<file path="src/rtl/srv_pkg.sv">
`timescale 1ns/1ps
package srv_pkg;

    localparam int INSN_W = 32;
    localparam logic [4:0] SP_SEL = 5'd31;

    typedef struct packed {
        logic       hit;
        logic [2:0] scale;
        logic [8:0] imm9;
        logic [4:0] rn;
        logic [4:0] rt;
    } insn_fields_t;

    typedef enum logic [1:0] {
        PH_IDLE  = 2'd0,
        PH_DRAIN = 2'd1,
        PH_OFFER = 2'd2
    } issue_phase_t;

    typedef enum logic [1:0] {
        OUT_STORE = 2'd0,
        OUT_TRAP  = 2'd1,
        OUT_UNDEF = 2'd2,
        OUT_ALIGN = 2'd3
    } outcome_t;

    function automatic logic insn_matches(input logic [INSN_W-1:0] w);
        return (w[29:24] == 6'b011101) && (w[22:21] == 2'b00) && (w[11:10] == 2'b10);
    endfunction

    function automatic insn_fields_t split_fields(input logic [INSN_W-1:0] w);
        insn_fields_t f;
        f.hit   = insn_matches(w);
        f.scale = {w[23], w[31:30]};
        f.imm9  = w[20:12];
        f.rn    = w[9:5];
        f.rt    = w[4:0];
        return f;
    endfunction

    // Fixed priority: disabled unit, then bad size, then stack misalignment.
    function automatic outcome_t rank_outcome(input logic fp_ok,
                                              input logic illegal,
                                              input logic misaligned);
        if (!fp_ok)          return OUT_TRAP;
        else if (illegal)    return OUT_UNDEF;
        else if (misaligned) return OUT_ALIGN;
        else                 return OUT_STORE;
    endfunction

endpackage

</file>
<file path="src/rtl/srv_field_decode.sv">
`timescale 1ns/1ps
module srv_field_decode
    import srv_pkg::*;
#(
    parameter int MAX_SCALE = 4
) (
    input  logic [INSN_W-1:0] insn,
    output insn_fields_t      fields,
    output logic              illegal
);
    localparam logic [2:0] SCALE_LIMIT = 3'(MAX_SCALE);

    always_comb begin
        fields  = split_fields(insn);
        illegal = fields.hit && (fields.scale > SCALE_LIMIT);
    end
endmodule

</file>
<file path="src/rtl/srv_addr_gen.sv">
`timescale 1ns/1ps
module srv_addr_gen
    import srv_pkg::*;
#(
    parameter int ADDR_W     = 64,
    parameter int ALIGN_BITS = 4
) (
    input  logic [4:0]        rn,
    input  logic [8:0]        imm9,
    input  logic [ADDR_W-1:0] base_data,
    input  logic [ADDR_W-1:0] sp_value,
    output logic [ADDR_W-1:0] ea,
    output logic              from_sp,
    output logic              misaligned
);
    localparam int EXT_W = ADDR_W - 9;

    logic [ADDR_W-1:0] offset;
    logic [ADDR_W-1:0] base;

    always_comb begin
        from_sp    = (rn == SP_SEL);
        offset     = {{EXT_W{imm9[8]}}, imm9};
        base       = from_sp ? sp_value : base_data;
        ea         = base + offset;
        misaligned = from_sp && (|sp_value[ALIGN_BITS-1:0]);
    end
endmodule

</file>
<file path="src/rtl/srv_data_lane.sv">
`timescale 1ns/1ps
module srv_data_lane #(
    parameter int VEC_W = 128,
    localparam int BE_W = VEC_W / 8
) (
    input  logic [2:0]       scale,
    input  logic [VEC_W-1:0] vec_in,
    output logic [VEC_W-1:0] lane_data,
    output logic [BE_W-1:0]  lane_be
);
    localparam int NB_W = $clog2(BE_W) + 1;

    logic [NB_W-1:0] nbytes;
    assign nbytes = NB_W'(1) << scale;

    for (genvar g = 0; g < BE_W; g++) begin : g_lane
        assign lane_be[g]          = (NB_W'(g) < nbytes);
        assign lane_data[g*8 +: 8] = lane_be[g] ? vec_in[g*8 +: 8] : 8'h00;
    end
endmodule

</file>
<file path="src/rtl/srv_issue_ctrl.sv">
`timescale 1ns/1ps
module srv_issue_ctrl
    import srv_pkg::*;
#(
    parameter int ADDR_W = 64,
    parameter int VEC_W  = 128,
    parameter int CNT_W  = 4,
    localparam int BE_W  = VEC_W / 8
) (
    input  logic              clk,
    input  logic              rst,
    input  logic              take,
    input  outcome_t          verdict,
    input  logic [ADDR_W-1:0] ea,
    input  logic [VEC_W-1:0]  lane_data,
    input  logic [BE_W-1:0]   lane_be,
    input  logic [2:0]        scale,
    input  logic              tag_ok,
    input  logic [CNT_W-1:0]  outstanding,
    input  logic              st_ready,
    output logic              idle,
    output logic              st_valid,
    output logic [ADDR_W-1:0] st_addr,
    output logic [VEC_W-1:0]  st_data,
    output logic [BE_W-1:0]   st_be,
    output logic [2:0]        st_size,
    output logic              st_tag_check,
    output logic              trap_pulse,
    output logic              undef_pulse,
    output logic              align_pulse
);
    issue_phase_t phase;

    always_ff @(posedge clk) begin
        if (rst) begin
            phase        <= PH_IDLE;
            trap_pulse   <= 1'b0;
            undef_pulse  <= 1'b0;
            align_pulse  <= 1'b0;
            st_addr      <= '0;
            st_data      <= '0;
            st_be        <= '0;
            st_size      <= '0;
            st_tag_check <= 1'b0;
        end else begin
            trap_pulse  <= 1'b0;
            undef_pulse <= 1'b0;
            align_pulse <= 1'b0;
            case (phase)
                PH_IDLE: begin
                    if (take) begin
                        case (verdict)
                            OUT_TRAP:  trap_pulse  <= 1'b1;
                            OUT_UNDEF: undef_pulse <= 1'b1;
                            OUT_ALIGN: align_pulse <= 1'b1;
                            default: begin
                                st_addr      <= ea;
                                st_data      <= lane_data;
                                st_be        <= lane_be;
                                st_size      <= scale;
                                st_tag_check <= tag_ok;
                                phase        <= PH_DRAIN;
                            end
                        endcase
                    end
                end
                PH_DRAIN: begin
                    // Release ordering: wait for earlier accesses to finish.
                    if (outstanding == '0) phase <= PH_OFFER;
                end
                PH_OFFER: begin
                    if (st_ready) phase <= PH_IDLE;
                end
                default: phase <= PH_IDLE;
            endcase
        end
    end

    assign idle     = (phase == PH_IDLE);
    assign st_valid = (phase == PH_OFFER);
endmodule

</file>
<file path="src/rtl/srv_store_decode.sv">
`timescale 1ns/1ps
module srv_store_decode
    import srv_pkg::*;
#(
    parameter int ADDR_W     = 64,
    parameter int VEC_W      = 128,
    parameter int CNT_W      = 4,
    parameter int ALIGN_BITS = 4,
    localparam int BE_W      = VEC_W / 8,
    localparam int MAX_SCALE = $clog2(BE_W)
) (
    input  logic              clk,
    input  logic              rst,
    input  logic              instr_valid,
    input  logic [31:0]       instr_word,
    output logic              instr_ready,
    output logic [4:0]        rf_base_idx,
    output logic [4:0]        rf_vec_idx,
    input  logic [ADDR_W-1:0] base_data,
    input  logic [VEC_W-1:0]  vec_data,
    input  logic [ADDR_W-1:0] sp_value,
    input  logic              fp_enable,
    input  logic [CNT_W-1:0]  outstanding_cnt,
    output logic              st_valid,
    input  logic              st_ready,
    output logic [ADDR_W-1:0] st_addr,
    output logic [VEC_W-1:0]  st_data,
    output logic [BE_W-1:0]   st_be,
    output logic [2:0]        st_size,
    output logic              st_tag_check,
    output logic              trap_pulse,
    output logic              undef_pulse,
    output logic              align_fault_pulse
);
    insn_fields_t      fields;
    logic              illegal;
    logic [ADDR_W-1:0] ea;
    logic              from_sp;
    logic              misaligned;
    logic [VEC_W-1:0]  lane_data;
    logic [BE_W-1:0]   lane_be;
    logic              idle;
    logic              take;
    outcome_t          verdict;

    srv_field_decode #(.MAX_SCALE(MAX_SCALE)) u_dec (
        .insn    (instr_word),
        .fields  (fields),
        .illegal (illegal)
    );

    srv_addr_gen #(.ADDR_W(ADDR_W), .ALIGN_BITS(ALIGN_BITS)) u_agen (
        .rn         (fields.rn),
        .imm9       (fields.imm9),
        .base_data  (base_data),
        .sp_value   (sp_value),
        .ea         (ea),
        .from_sp    (from_sp),
        .misaligned (misaligned)
    );

    srv_data_lane #(.VEC_W(VEC_W)) u_lane (
        .scale     (fields.scale),
        .vec_in    (vec_data),
        .lane_data (lane_data),
        .lane_be   (lane_be)
    );

    assign verdict     = rank_outcome(fp_enable, illegal, misaligned);
    assign take        = instr_valid && idle && fields.hit;
    assign instr_ready = idle;
    assign rf_base_idx = fields.rn;
    assign rf_vec_idx  = fields.rt;

    srv_issue_ctrl #(.ADDR_W(ADDR_W), .VEC_W(VEC_W), .CNT_W(CNT_W)) u_issue (
        .clk          (clk),
        .rst          (rst),
        .take         (take),
        .verdict      (verdict),
        .ea           (ea),
        .lane_data    (lane_data),
        .lane_be      (lane_be),
        .scale        (fields.scale),
        .tag_ok       (!from_sp),
        .outstanding  (outstanding_cnt),
        .st_ready     (st_ready),
        .idle         (idle),
        .st_valid     (st_valid),
        .st_addr      (st_addr),
        .st_data      (st_data),
        .st_be        (st_be),
        .st_size      (st_size),
        .st_tag_check (st_tag_check),
        .trap_pulse   (trap_pulse),
        .undef_pulse  (undef_pulse),
        .align_pulse  (align_fault_pulse)
    );
endmodule

</file>
<file path="config.mk">
export PLATFORM = sky130hd
export DESIGN_NAME = srv_store_decode
export DESIGN_NICKNAME = d
export VERILOG_FILES = /design/src/rtl/srv_pkg.sv /design/src/rtl/srv_field_decode.sv /design/src/rtl/srv_addr_gen.sv /design/src/rtl/srv_data_lane.sv /design/src/rtl/srv_issue_ctrl.sv /design/src/rtl/srv_store_decode.sv
export SDC_FILE = /design/constraint.sdc
export NUM_CORES = 1
export LEC_CHECK = 0
export BUFFER_PORTS_ARGS = -buffer_cell sky130_fd_sc_hd__buf_2
export CAP_MARGIN = 20
export CORE_AREA = 4 4 203 205
export CTS_CLUSTER_DIAMETER = 30
export CTS_CLUSTER_SIZE = 12
export DETAILED_ROUTE_END_ITERATION = 10
export DIE_AREA = 0 0 207 209
export GPL_TIMING_DRIVEN = 0
export SLEW_MARGIN = 20
export SYNTH_ARGS = -nofsm -noshare
export SYNTH_HDL_FRONTEND = slang
export SYNTH_HIERARCHICAL = 1
export SYNTH_SLANG_ARGS = --single-unit
</file>
<file path="constraint.sdc">
create_clock -name clk -period 5.93 [get_ports clk]
set_input_delay 1.4825 -clock clk [delete_from_list [all_inputs] [get_ports clk]]
set_output_delay 1.4825 -clock clk [all_outputs]
set_load 0.02 [all_outputs]
</file>
==> run_results.csv, run 1 <==
group,metric,value,unit
setup_path,crit_cells,18,
sta,rsz0062_at_grt,"false",
setup_path,cpMaxStageDelayCell,"or4_4",
power_and_ir_drop,power.leakage,9.29,nW
setup_path,cp_top_family,"simple AND/OR/NAND/NOR gates",
drt,drtAntennaViolNets,0,
global_routing,antenna_found_initial,5,
setup_path,cp-startpoint,"instr_word[7]",
sta,setup_tns,0,ns
yosys,avgSynthCellArea,7.65,µm²
yosys,synth_nets,2297,
setup_path,crit_end,"u_issue/st_addr[62]",
global_routing,grt_overflow,0,
setup_path,path_common_cell,"nand2_1",
floorplanning,io_pins,524,
global_routing,grt_pass1_vias,15497,
yosys,synth.top_cells.by_area,"dfxtp_1 (29%), nand2_1 (17%), mux2i_1 (14%)",
drt,wl_per_cell,18.7,µm
power_and_ir_drop,ir_worst_vdd,0.217,mV
drt,wirelength,57.5,mm
status,status,"finished clean",
sta,slew_viol_final,0,
setup_path,worstPathMaxFanout,10,
global_routing,grt_usage,0.251,
sta,worst_pin_slew,1.24,ns
drt,vias,15619,
power_and_ir_drop,p_total,5.60,mW
setup_path,cp_slowest_stage_delay,0.57,ns
clock_tree,cts_buffers,55,
yosys,ys_ff_latch,217,
sta,period_needed,5.77,ns
setup_path,end_kind,"flip-flop",
yosys,yosysWarnings,6,
clock_tree,cts_tree,"yes",
run,max_cap_viol_count,0,
global_routing,grt_max_degree,63,
cells_and_area,synthToLayoutAreaGrowth,35.6,%
cells_and_area,drive_gt1_frac,0.273,
placement,port_buffers,504,
clock_tree,cts_num_sinks,217,
power_and_ir_drop,power_density,280,nW/µm²
placement,dp_hpwl,45.5,mm
setup_path,cp-start-kind,"input pin",
drt,drtIter0Drc,1033,
global_routing,grt_pass1_wl,87.7,mm
yosys,synth_cells,1930,
yosys,synth_async_sr_flop_share,0,
floorplanning,die_x,207,µm
sta,hold_viol_final,0,
cells_and_area,nets,2859,
yosys,yosysTopAreaCell,"dfxtp_1",
hold_path,min_path_type,"flip-flop to flip-flop",
clock_tree,clk_pin_slew,0.05,ns
clock_tree,ctsHtreeMaxLevel,2,
clock_tree,hold_buffers,0,
floorplanning,dieArea,43300,µm²
floorplanning,die_h,209,µm
drt,viasPerCell,5.09,
setup_path,setup.worst_path.class,"input pin to flip-flop",
setup_path,reg2reg_depth,8,
yosys,ys_top_cells_by_count,"nand2_1 (681), dfxtp_1 (217), mux2i_1 (213)",
setup_path,reg2reg_to,"u_issue/st_addr[60]",
sta,max_freq,173,MHz
sta,slew-limit-headroom,0.164,
setup_path,r2r-start,"u_issue/phase[1]",
floorplanning,initial_utilization,0.374,
setup_path,worstPathRequired,6.44,ns
yosys,yosysSeqAreaShare,0.294,
yosys,synth.most_common_cell,"nand2_1",
clock_tree,cts.path.max_buffers,3,
yosys,synthFlopType,"dfxtp_1",
clock_tree,cts_setup_buffers,0,
setup_path,crit_path_cell_trace,"buf_4, and3_1, nand3_1, clkbuf_2, buf_1, nand2_1, nand2_1, ha_1, and4_1, or3b_1, or4_4, o221ai_1, nor3_2, o31ai_4, a31oi_1, nor3b_2, nand2_1, mux2i_1",
yosys,syn_area,14800,µm²
drt,first_pass_iters,5,
yosys,synth_edf_count,0,
sta,fin_crit_sh,0.972,
drt,drc,0,
placement,gp_congestion,0.953,
clock_tree,clock_latency,0.58,ns
clock_tree,root_buffer,"clkbuf_16",
floorplanning,design.core.area,39500,µm²
setup_path,crit_arrival,6.27,ns
floorplanning,row_count,73,
setup_path,ff2ff_setup_slack,3.86,ns
sta,clock_skew,0.00685,ns
sta,finalSetupViolCount,0,
yosys,netlist-cell-type-count,69,
yosys,synth_top_area_share,0.294,
setup_path,cp.buffers_inverters,3,
==> worst register-to-register path, stage by stage (launching register included) <==
cell and delay [ns]:
dfxtp_1 0.32, nor2_1 0.17, and3_1 0.16, or3b_4 0.41, nor3_2 0.12, buf_4 0.21, buf_12 0.20, buf_12 0.19
mux2i_1 0.22
==> area by class of cell <==
class / instances / area (µm²)
Antenna cell: 6 / 15.0
Buffer: 147 / 1030
Clock buffer: 68 / 1520
Clock inverter: 35 / 527
Fill cell: 3972 / 19400
Inverter: 36 / 135
Multi-Input combinational cell: 1530 / 9280
Sequential cell: 217 / 4340
Tap cell: 525 / 657
Timing Repair Buffer: 505 / 2530
==> power by group <==
| group | leakage [nW] | internal (mW) | switching (mW) |
|---|---|---|---|
| Combinational | 6.57 | 0.343 | 0.537 |
| Sequential | 1.75 | 1.46 | 0.0000929 |
| Clock | 0.971 | 2.28 | 0.974 |
==> sequential cells by signal (all words and copies together), names as in the netlist, 2 cells and up <==
name,count
u_issue/st_addr,64
u_issue/st_size,3
u_issue/st_be,16
u_issue/phase,2
u_issue/st_data,128
==> worst min path at each step <==
stage,start,end,slack [ns],cells after the start
2_1_floorplan,u_issue/st_addr[32],u_issue/st_addr[32],0.53,2
5_1_grt,u_issue/st_data[25],u_issue/st_data[25],0.47,2
3_3_place_gp,u_issue/st_data[54],u_issue/st_data[54],0.44,2
6_report,u_issue/st_addr[54],u_issue/st_addr[54],0.45,2
3_5_place_dp,u_issue/st_addr[54],u_issue/st_addr[54],0.44,2
4_1_cts,u_issue/st_data[89],u_issue/st_data[89],0.45,2
==> metal layers <==
metal | up-vias | global-route usage | routed length [µm]
met4 | 0 | 0.0958 | 1910
li1 | 7679 | - | -
met1 | 7244 | 0.311 | 24300
met2 | 591 | 0.435 | 27800
met3 | 105 | 0.0438 | 3450
met5 | - | 0 | 0
==> through the flow <==
stage | utilization | std cells | instance area, µm² | setup slack (ns) | hold slack [ns]
after floorplan | - | 1930 | 14800 | 0.726 | 0.532
after global placement | 0.455 | 2959 | 17900 | -0.820 | 0.439
after detailed placement | 0.455 | 2960 | 18000 | -0.835 | 0.444
after CTS | 0.507 | 3063 | 20000 | 0.0515 | 0.453
after global routing | 0.508 | 3068 | 20000 | 0.0152 | 0.465
final | 0.508 | 3069 | 20000 | 0.165 | 0.452
==> placed cells by master (no fill, tap or decap), drive strengths merged, types with 5 or more instances in the layout <==
cell / synthesis / layout
clkinv: 0 / 13
clkbuf: 75 / 143
xnor2: 38 / 38
mux2i: 213 / 213
nand4: 19 / 19
nor2b: 5 / 5
nand3: 14 / 14
a21o: 22 / 22
nor3b: 11 / 11
xor2: 21 / 21
buf: 72 / 577
o21bai: 17 / 17
o21a: 11 / 11
nor3: 11 / 11
and3: 69 / 69
and2: 9 / 9
or3: 5 / 5
nor2: 55 / 55
a31oi: 10 / 10
inv: 36 / 37
bufinv: 0 / 11
clkinvlp: 0 / 10
ha: 69 / 69
nand2: 681 / 681
o211ai: 13 / 13
a21boi: 51 / 51
o21ai: 39 / 39
dfxtp: 217 / 217
nor4: 5 / 5
diode: 0 / 6
a21oi: 87 / 87
==> kinds of logic (layout without fill, tap and decap cells) <==
| kind of cell | count (synthesis) | in the layout | share of synthesized area |
|---|---|---|---|
| other cells | 0 | 6 | 0 |
| mux | 214 | 214 | 0.145 |
| buf+inv | 183 | 791 | 0.0784 |
| simple gates | 905 | 905 | 0.263 |
| flops | 217 | 217 | 0.294 |
| xor+xnor | 59 | 59 | 0.0350 |
| compound gates | 282 | 282 | 0.125 |
| fa+ha+maj | 70 | 70 | 0.0598 |
==> timing repair <==
item | CTS | global route
cloned | 0 | 0
endpoints found under the setup margin | 11 | 13
resized for setup | 2 | 4
Note: power is estimated with default switching activity, not from simulation.
==> run 2: changes to the inputs <==
==> constraint.sdc (replaced) <==
create_clock -name clk -period 5.93 [get_ports clk]
set_input_delay 0.593 -clock clk [delete_from_list [all_inputs] [get_ports clk]]
set_output_delay 0.593 -clock clk [all_outputs]
set_load 0.02 [all_outputs]
==> run 2 against run 1 <==
  * Critical path depth up 3
  * Global-route usage unchanged
  * Clock skew about the same
  * Sequential share of layout area about the same
  * Utilization about the same
  * Final area about the same
  * Clock-buffer cell count unchanged
  * Non-clock buffer count unchanged
  * Final cell count unchanged
  * Register-to-register slack about the same
  * Setup slack better by 0.44 ns
  * Combinational power about the same
  * Critical endpoint unchanged
  * Largest power group unchanged
==> run_results.csv, run 2 (synthesis results as in run 1) <==
group,metric,value,unit
status,status,"finished clean",
sta,slew-limit-headroom,0.177,
clock_tree,clk_pin_slew,0.04,ns
power_and_ir_drop,power.leakage,9.28,nW
cells_and_area,nets,2859,
clock_tree,hold_buffers,0,
drt,first_pass_iters,6,
power_and_ir_drop,ir_worst_vdd,0.216,mV
power_and_ir_drop,p_total,5.60,mW
sta,hold_slack,0.262,ns
sta,setup_tns,0,ns
sta,period_needed,5.32,ns
floorplanning,die_x,207,µm
floorplanning,initial_utilization,0.374,
cells_and_area,drive_gt1_frac,0.271,
cells_and_area,fillerInstances,3973,
placement,gp_congestion,0.953,
sta,finalSetupViolCount,0,
power_and_ir_drop,power.internal,4.09,mW
cells_and_area,largestRegisters,"u_issue/st_data (128), u_issue/st_addr (64), u_issue/st_be (16)",
floorplanning,row_count,73,
setup_path,end_kind,"flip-flop",
clock_tree,cts_buffers,55,
hold_path,min_to,"u_issue/phase[0]",
sta,fin_crit_sh,0.898,
drt,vias,15583,
hold_path,hold_start,"rst",
placement,dp_hpwl,45.5,mm
floorplanning,design.core.area,39500,µm²
floorplanning,die_h,209,µm
cells_and_area,top_register,"u_issue/st_data",
floorplanning,io_pins,524,
sta,max_freq,188,MHz
drt,drc,0,
drt,viasPerCell,5.08,
power_and_ir_drop,comb_power_share,0.157,
cells_and_area,instances_no_fill,3069,
setup_path,reg2reg_depth,8,
setup_path,worstPathRequired,6.44,ns
clock_tree,ctsHtreeMaxLevel,2,
sta,worst_pin_slew,1.23,ns
placement,placedCellCount,2960,
sta,slew_viol_final,0,
setup_path,worstPathMaxFanout,10,
placement,dpl-instance-area,18000,µm²
power_and_ir_drop,power_density,280,nW/µm²
drt,wl_per_cell,18.7,µm
setup_path,cp-startpoint,"instr_word[7]",
floorplanning,dieArea,43300,µm²
setup_path,ff2ff_setup_slack,3.85,ns
setup_path,cp-start-kind,"input pin",
global_routing,grt_pass1_wl,87.8,mm
sta,clock_skew,0.00701,ns
setup_path,reg2reg_to,"u_issue/st_addr[60]",
run,max_cap_viol_count,0,
setup_path,setup.worst_path.class,"input pin to flip-flop",
global_routing,grt_max_degree,63,
global_routing,grt_pass1_vias,15496,
clock_tree,cts_resized,0,
global_routing,grt_usage,0.251,
cells_and_area,synthToLayoutAreaGrowth,35.5,%
power_and_ir_drop,seqPwrFrac,0.261,
drt,drtIter0Drc,987,
clock_tree,cts_num_sinks,217,
global_routing,grt_overflow,0,
cells_and_area,final_cell_mix,"nand2_1 (681), buf_2 (516), dfxtp_1 (217)",
clock_tree,clock_latency,0.58,ns
hold_path,min_path_type,"input pin to flip-flop",
power_and_ir_drop,clock_power_share,0.582,
clock_tree,root_buffer,"clkbuf_16",
sta,rsz0062_at_grt,"false",
cells_and_area,layout_commonest_cell,"nand2_1",
drt,wirelength,57.5,mm
cells_and_area,fin_area,20000,µm²
clock_tree,cts_setup_buffers,0,
power_and_ir_drop,switching_share,0.270,
sta,hold_viol_final,0,
drt,drtAntennaViolNets,0,
setup_path,r2r-start,"u_issue/phase[1]",
cells_and_area,largest_reg_flops,128,
hold_path,hold_depth,2,
setup_path,crit_arrival,5.83,ns
clock_tree,cts_tree,"yes",
power_and_ir_drop,total_switching_power,1.51,mW
global_routing,antenna_found_initial,5,
clock_tree,cts.path.max_buffers,3,
placement,port_buffers,504,
[run 2: metrics by stage]
step | setup WS [ns] | utilization
2_1_floorplan | 1.62 | -
3_3_place_gp | 0.0694 | 0.455
3_5_place_dp | 0.0550 | 0.455
4_1_cts | 0.663 | 0.507
5_1_grt | 0.346 | 0.507
6_report | 0.606 | 0.507
[run 2: layout make-up]
type,count,area (µm²),area share
multi-input cells,1530,9270,0.463
flip-flops and latches,217,4340,0.217
repair buffers,505,2530,0.126
clock buffers,68,1520,0.0757
plain buffers,147,1020,0.0511
well taps,525,657,0.0328
clock inverters,35,527,0.0263
inverters,36,135,0.00675
diodes,6,15.0,0.000750
[run 2: worst max-delay path by stage]
stage                     slack, ns  depth (start not counted)                  end
after floorplan                1.62                         20  u_issue/st_addr[54]
after global placement         0.07                         21  u_issue/st_addr[62]
after detailed placement       0.05                         21  u_issue/st_addr[62]
after CTS                      0.66                         21  u_issue/st_addr[62]
after global routing           0.35                         21  u_issue/st_addr[62]
final                          0.61                         21  u_issue/st_addr[62]
[run 2: power by group through the flow]
stage	sequential, mW	combinational [mW]	clock, mW
final	1.46	0.878	3.26
after global routing	1.46	0.975	3.38
after CTS	1.46	0.871	3.31
after detailed placement	1.49	0.864	0
after global placement	1.49	0.864	0
after floorplan	1.49	0.575	0
[run 2: worst max-delay path, cell delays in order]
cell and delay (ns):
buf_4 0.11, and3_1 0.16, nand3_1 0.24, clkbuf_1 0.57, clkbuf_1 0.61, nand2_1 0.11, nand2_1 0.20, ha_1 0.20
inv_1 0.06, fa_1 0.41, nor2b_1 0.21, o2111ai_1 0.15, a21oi_1 0.38, o2111ai_1 0.27, a21oi_2 0.32, nor3_2 0.12
o31ai_4 0.40, a31oi_1 0.16, nor3b_2 0.32, nand2_1 0.09, mux2i_1 0.14
[run 2: per-layer routing]
metal | vias to the layer above | track usage | routed length [µm]
li1 | 7679 | - | -
met3 | 100 | 0.0438 | 3480
met2 | 603 | 0.435 | 27700
met5 | - | 0 | 0
met4 | 0 | 0.0958 | 1850
met1 | 7201 | 0.311 | 24400
==> run 3: changes to the inputs <==
- ABC_AREA: default -> 1
- PLACE_DENSITY: default -> 0.67
==> run 3 against run 2 <==
  * Power fell by 22%
  * First-iteration DRC count rose by 18%
  * Worst hold slack improved by 0.030 ns
  * Flip-flop and latch count did not move
  * Register-to-register slack improved by 0.21 ns
  * Non-clock buffer count fell by 30
  * Utilization rose by 1.4 points
  * Maximum frequency rose by 48%
==> run_results.csv, run 3 <==
group,metric,value,unit
yosys,synth_async_sr_flop_share,0,
cells_and_area,fin_util,0.521,
yosys,yosysSeqAreaShare,0.267,
setup_path,end_kind,"flip-flop",
floorplanning,dieArea,43300,µm²
cells_and_area,nets,3716,
drt,drtIter0Drc,1169,
yosys,yosysWarnings,6,
setup_path,worstPathMaxFanout,10,
cells_and_area,drive_gt1_frac,0.209,
status,status,"finished clean",
floorplanning,die_x,207,µm
drt,viasPerCell,4.65,
sta,slew-limit-headroom,0.521,
yosys,synth.top_cells.by_area,"dfxtp_1 (27%), nand2_1 (19%), inv_1 (16%)",
placement,dp_slack,1.71,ns
global_routing,grt_usage,0.260,
cells_and_area,fillerInstances,4352,
cells_and_area,top_register,"u_issue/st_data",
clock_tree,cts_resized,0,
clock_tree,clock_latency,0.52,ns
clock_tree,clk_pin_slew,0.05,ns
sta,finalSetupViolCount,0,
yosys,synth_cells,2808,
sta,slew_viol_final,0,
global_routing,antenna_found_initial,12,
global_routing,grt_pass1_vias,16588,
floorplanning,design.core.area,39500,µm²
setup_path,crit_arrival,3.96,ns
cells_and_area,multi_input_area,8450,µm²
yosys,ys_top_cells_by_count,"nand2_1 (811), inv_1 (698), a21oi_1 (255)",
clock_tree,cts_setup_buffers,0,
drt,drtAntennaViolNets,0,
yosys,netlist-cell-type-count,34,
yosys,synth.most_common_cell,"nand2_1",
cells_and_area,synthToLayoutAreaGrowth,26.7,%
yosys,synth_edf_count,0,
floorplanning,die_h,209,µm
sta,rsz0062_at_grt,"false",
floorplanning,initial_utilization,0.412,
power_and_ir_drop,power_density,213,nW/µm²
placement,placedCellCount,3837,
cells_and_area,layout_commonest_cell,"nand2_1",
sta,setup_tns,0,ns
sta,clock_skew,0.0192,ns
sta,worst_pin_slew,0.719,ns
yosys,synth_nets,3175,
cells_and_area,final_cell_mix,"nand2_1 (811), inv_1 (698), buf_2 (511)",
cells_and_area,instances_no_fill,3908,
sta,fin_crit_sh,0.607,
setup_path,worstPathRequired,6.29,ns
yosys,synthFlopType,"dfxtp_1",
drt,drc,0,
drt,first_pass_iters,6,
global_routing,grt_max_degree,63,
global_routing,grt_pass1_wl,89.6,mm
run,max_cap_viol_count,0,
yosys,ys_ff_latch,217,
floorplanning,row_count,73,
clock_tree,cts_tree,"yes",
floorplanning,io_pins,524,
sta,period_needed,3.60,ns
placement,port_buffers,504,
yosys,synth_top_area_share,0.267,
hold_path,min_path_type,"input pin to flip-flop",
clock_tree,cts_num_sinks,217,
yosys,yosysTopAreaCell,"dfxtp_1",
sta,worst_slack,2.33,ns
setup_path,cp-start-kind,"input pin",
yosys,syn_area,16200,µm²
power_and_ir_drop,power.leakage,11.9,nW
placement,dp_hpwl,50.5,mm
drt,wirelength,60.0,mm
clock_tree,cts_buffers,35,
placement,gp_congestion,0.946,
clock_tree,root_buffer,"clkbuf_16",
global_routing,grt_overflow,0,
cells_and_area,largest_reg_flops,128,
drt,vias,18158,
sta,hold_viol_final,0,
drt,wl_per_cell,15.4,µm
cells_and_area,largestRegisters,"u_issue/st_data (128), u_issue/st_addr (64), u_issue/st_be (16)",
clock_tree,ctsHtreeMaxLevel,2,
setup_path,setup.worst_path.class,"input pin to flip-flop",
power_and_ir_drop,ir_worst_vdd,0.198,mV
sta,max_freq,278,MHz
clock_tree,cts.path.max_buffers,3,
clock_tree,hold_buffers,0,
yosys,avgSynthCellArea,5.79,µm²
cells_and_area,register_area,4340,µm²
-- run 3: cell families (layout without fill, tap and decap cells) --
logic type,Yosys count,after routing,synth area share
other cells,0,12,0
simple gates,1192,1192,0.301
compound gates,477,477,0.147
buf+inv,820,1383,0.213
flops,217,217,0.267
xor+xnor,32,32,0.0173
fa+ha+maj,70,70,0.0544
-- run 3: metal layers --
layer | vias up | routed length (µm) | track usage
met5 | - | 0 | 0
met4 | 0 | 2650 | 0.115
met3 | 116 | 3670 | 0.0372
met2 | 588 | 29300 | 0.468
met1 | 7991 | 24400 | 0.306
li1 | 9463 | - | -
-- run 3: worst paths after layout --
kind	depth (start not counted)	start	slack, ns	endpoint
min reg2reg	2	u_issue/st_addr[43]	0.44	u_issue/st_addr[43]
max	23	instr_word[8]	2.33	u_issue/st_addr[63]
min	2	rst	0.29	u_issue/phase[0]
max reg2reg	8	u_issue/phase[1]	4.06	u_issue/st_addr[40]
-- run 3: per-stage QoR --
| stage | total power [mW] | hold WS [ns] | area (µm²) |
|---|---|---|---|
| after floorplan | 2.12 | 0.520 | 16200 |
| after global placement | 2.44 | 0.429 | 19400 |
| after detailed placement | 2.44 | 0.433 | 19400 |
| after CTS | 4.40 | 0.274 | 20500 |
| after global routing | 4.60 | 0.296 | 20600 |
| final | 4.38 | 0.292 | 20600 |
-- run 3: power breakdown --
group | internal [mW] | switching, mW | leakage, nW | total, mW
Sequential | 1.46 | 0.000254 | 1.75 | 1.46
Clock | 1.21 | 0.750 | 0.546 | 1.96
Combinational | 0.340 | 0.617 | 9.57 | 0.957
Total | 3.01 | 1.37 | 11.9 | 4.38
-- run 3: critical path, stage by stage --
cell,delay [ns]
buf_4,0.12
nand3_1,0.07
nor2_1,0.06
inv_1,0.06
clkbuf_1,0.49
clkbuf_1,0.61
nand2_1,0.10
nand2_1,0.10
ha_1,0.28
nand2_2,0.15
inv_1,0.06
a21oi_1,0.16
nand2_2,0.11
nand2_1,0.09
nand2_2,0.08
nand2_1,0.09
nand2_2,0.10
nand2_1,0.10
nand2_1,0.05
nand2_1,0.05
nand2_1,0.16
o21ai_0,0.20
a21oi_1,0.05
-- run 3: cell type report --
type | count | area share
Sequential cell | 217 | 0.211
Inverter | 702 | 0.128
Clock buffer | 39 | 0.0443
Timing Repair Buffer | 504 | 0.123
Buffer | 118 | 0.0397
Clock inverter | 20 | 0.0102
Tap cell | 525 | 0.0319
Antenna cell | 12 | 0.00146
Multi-Input combinational cell | 1771 | 0.411
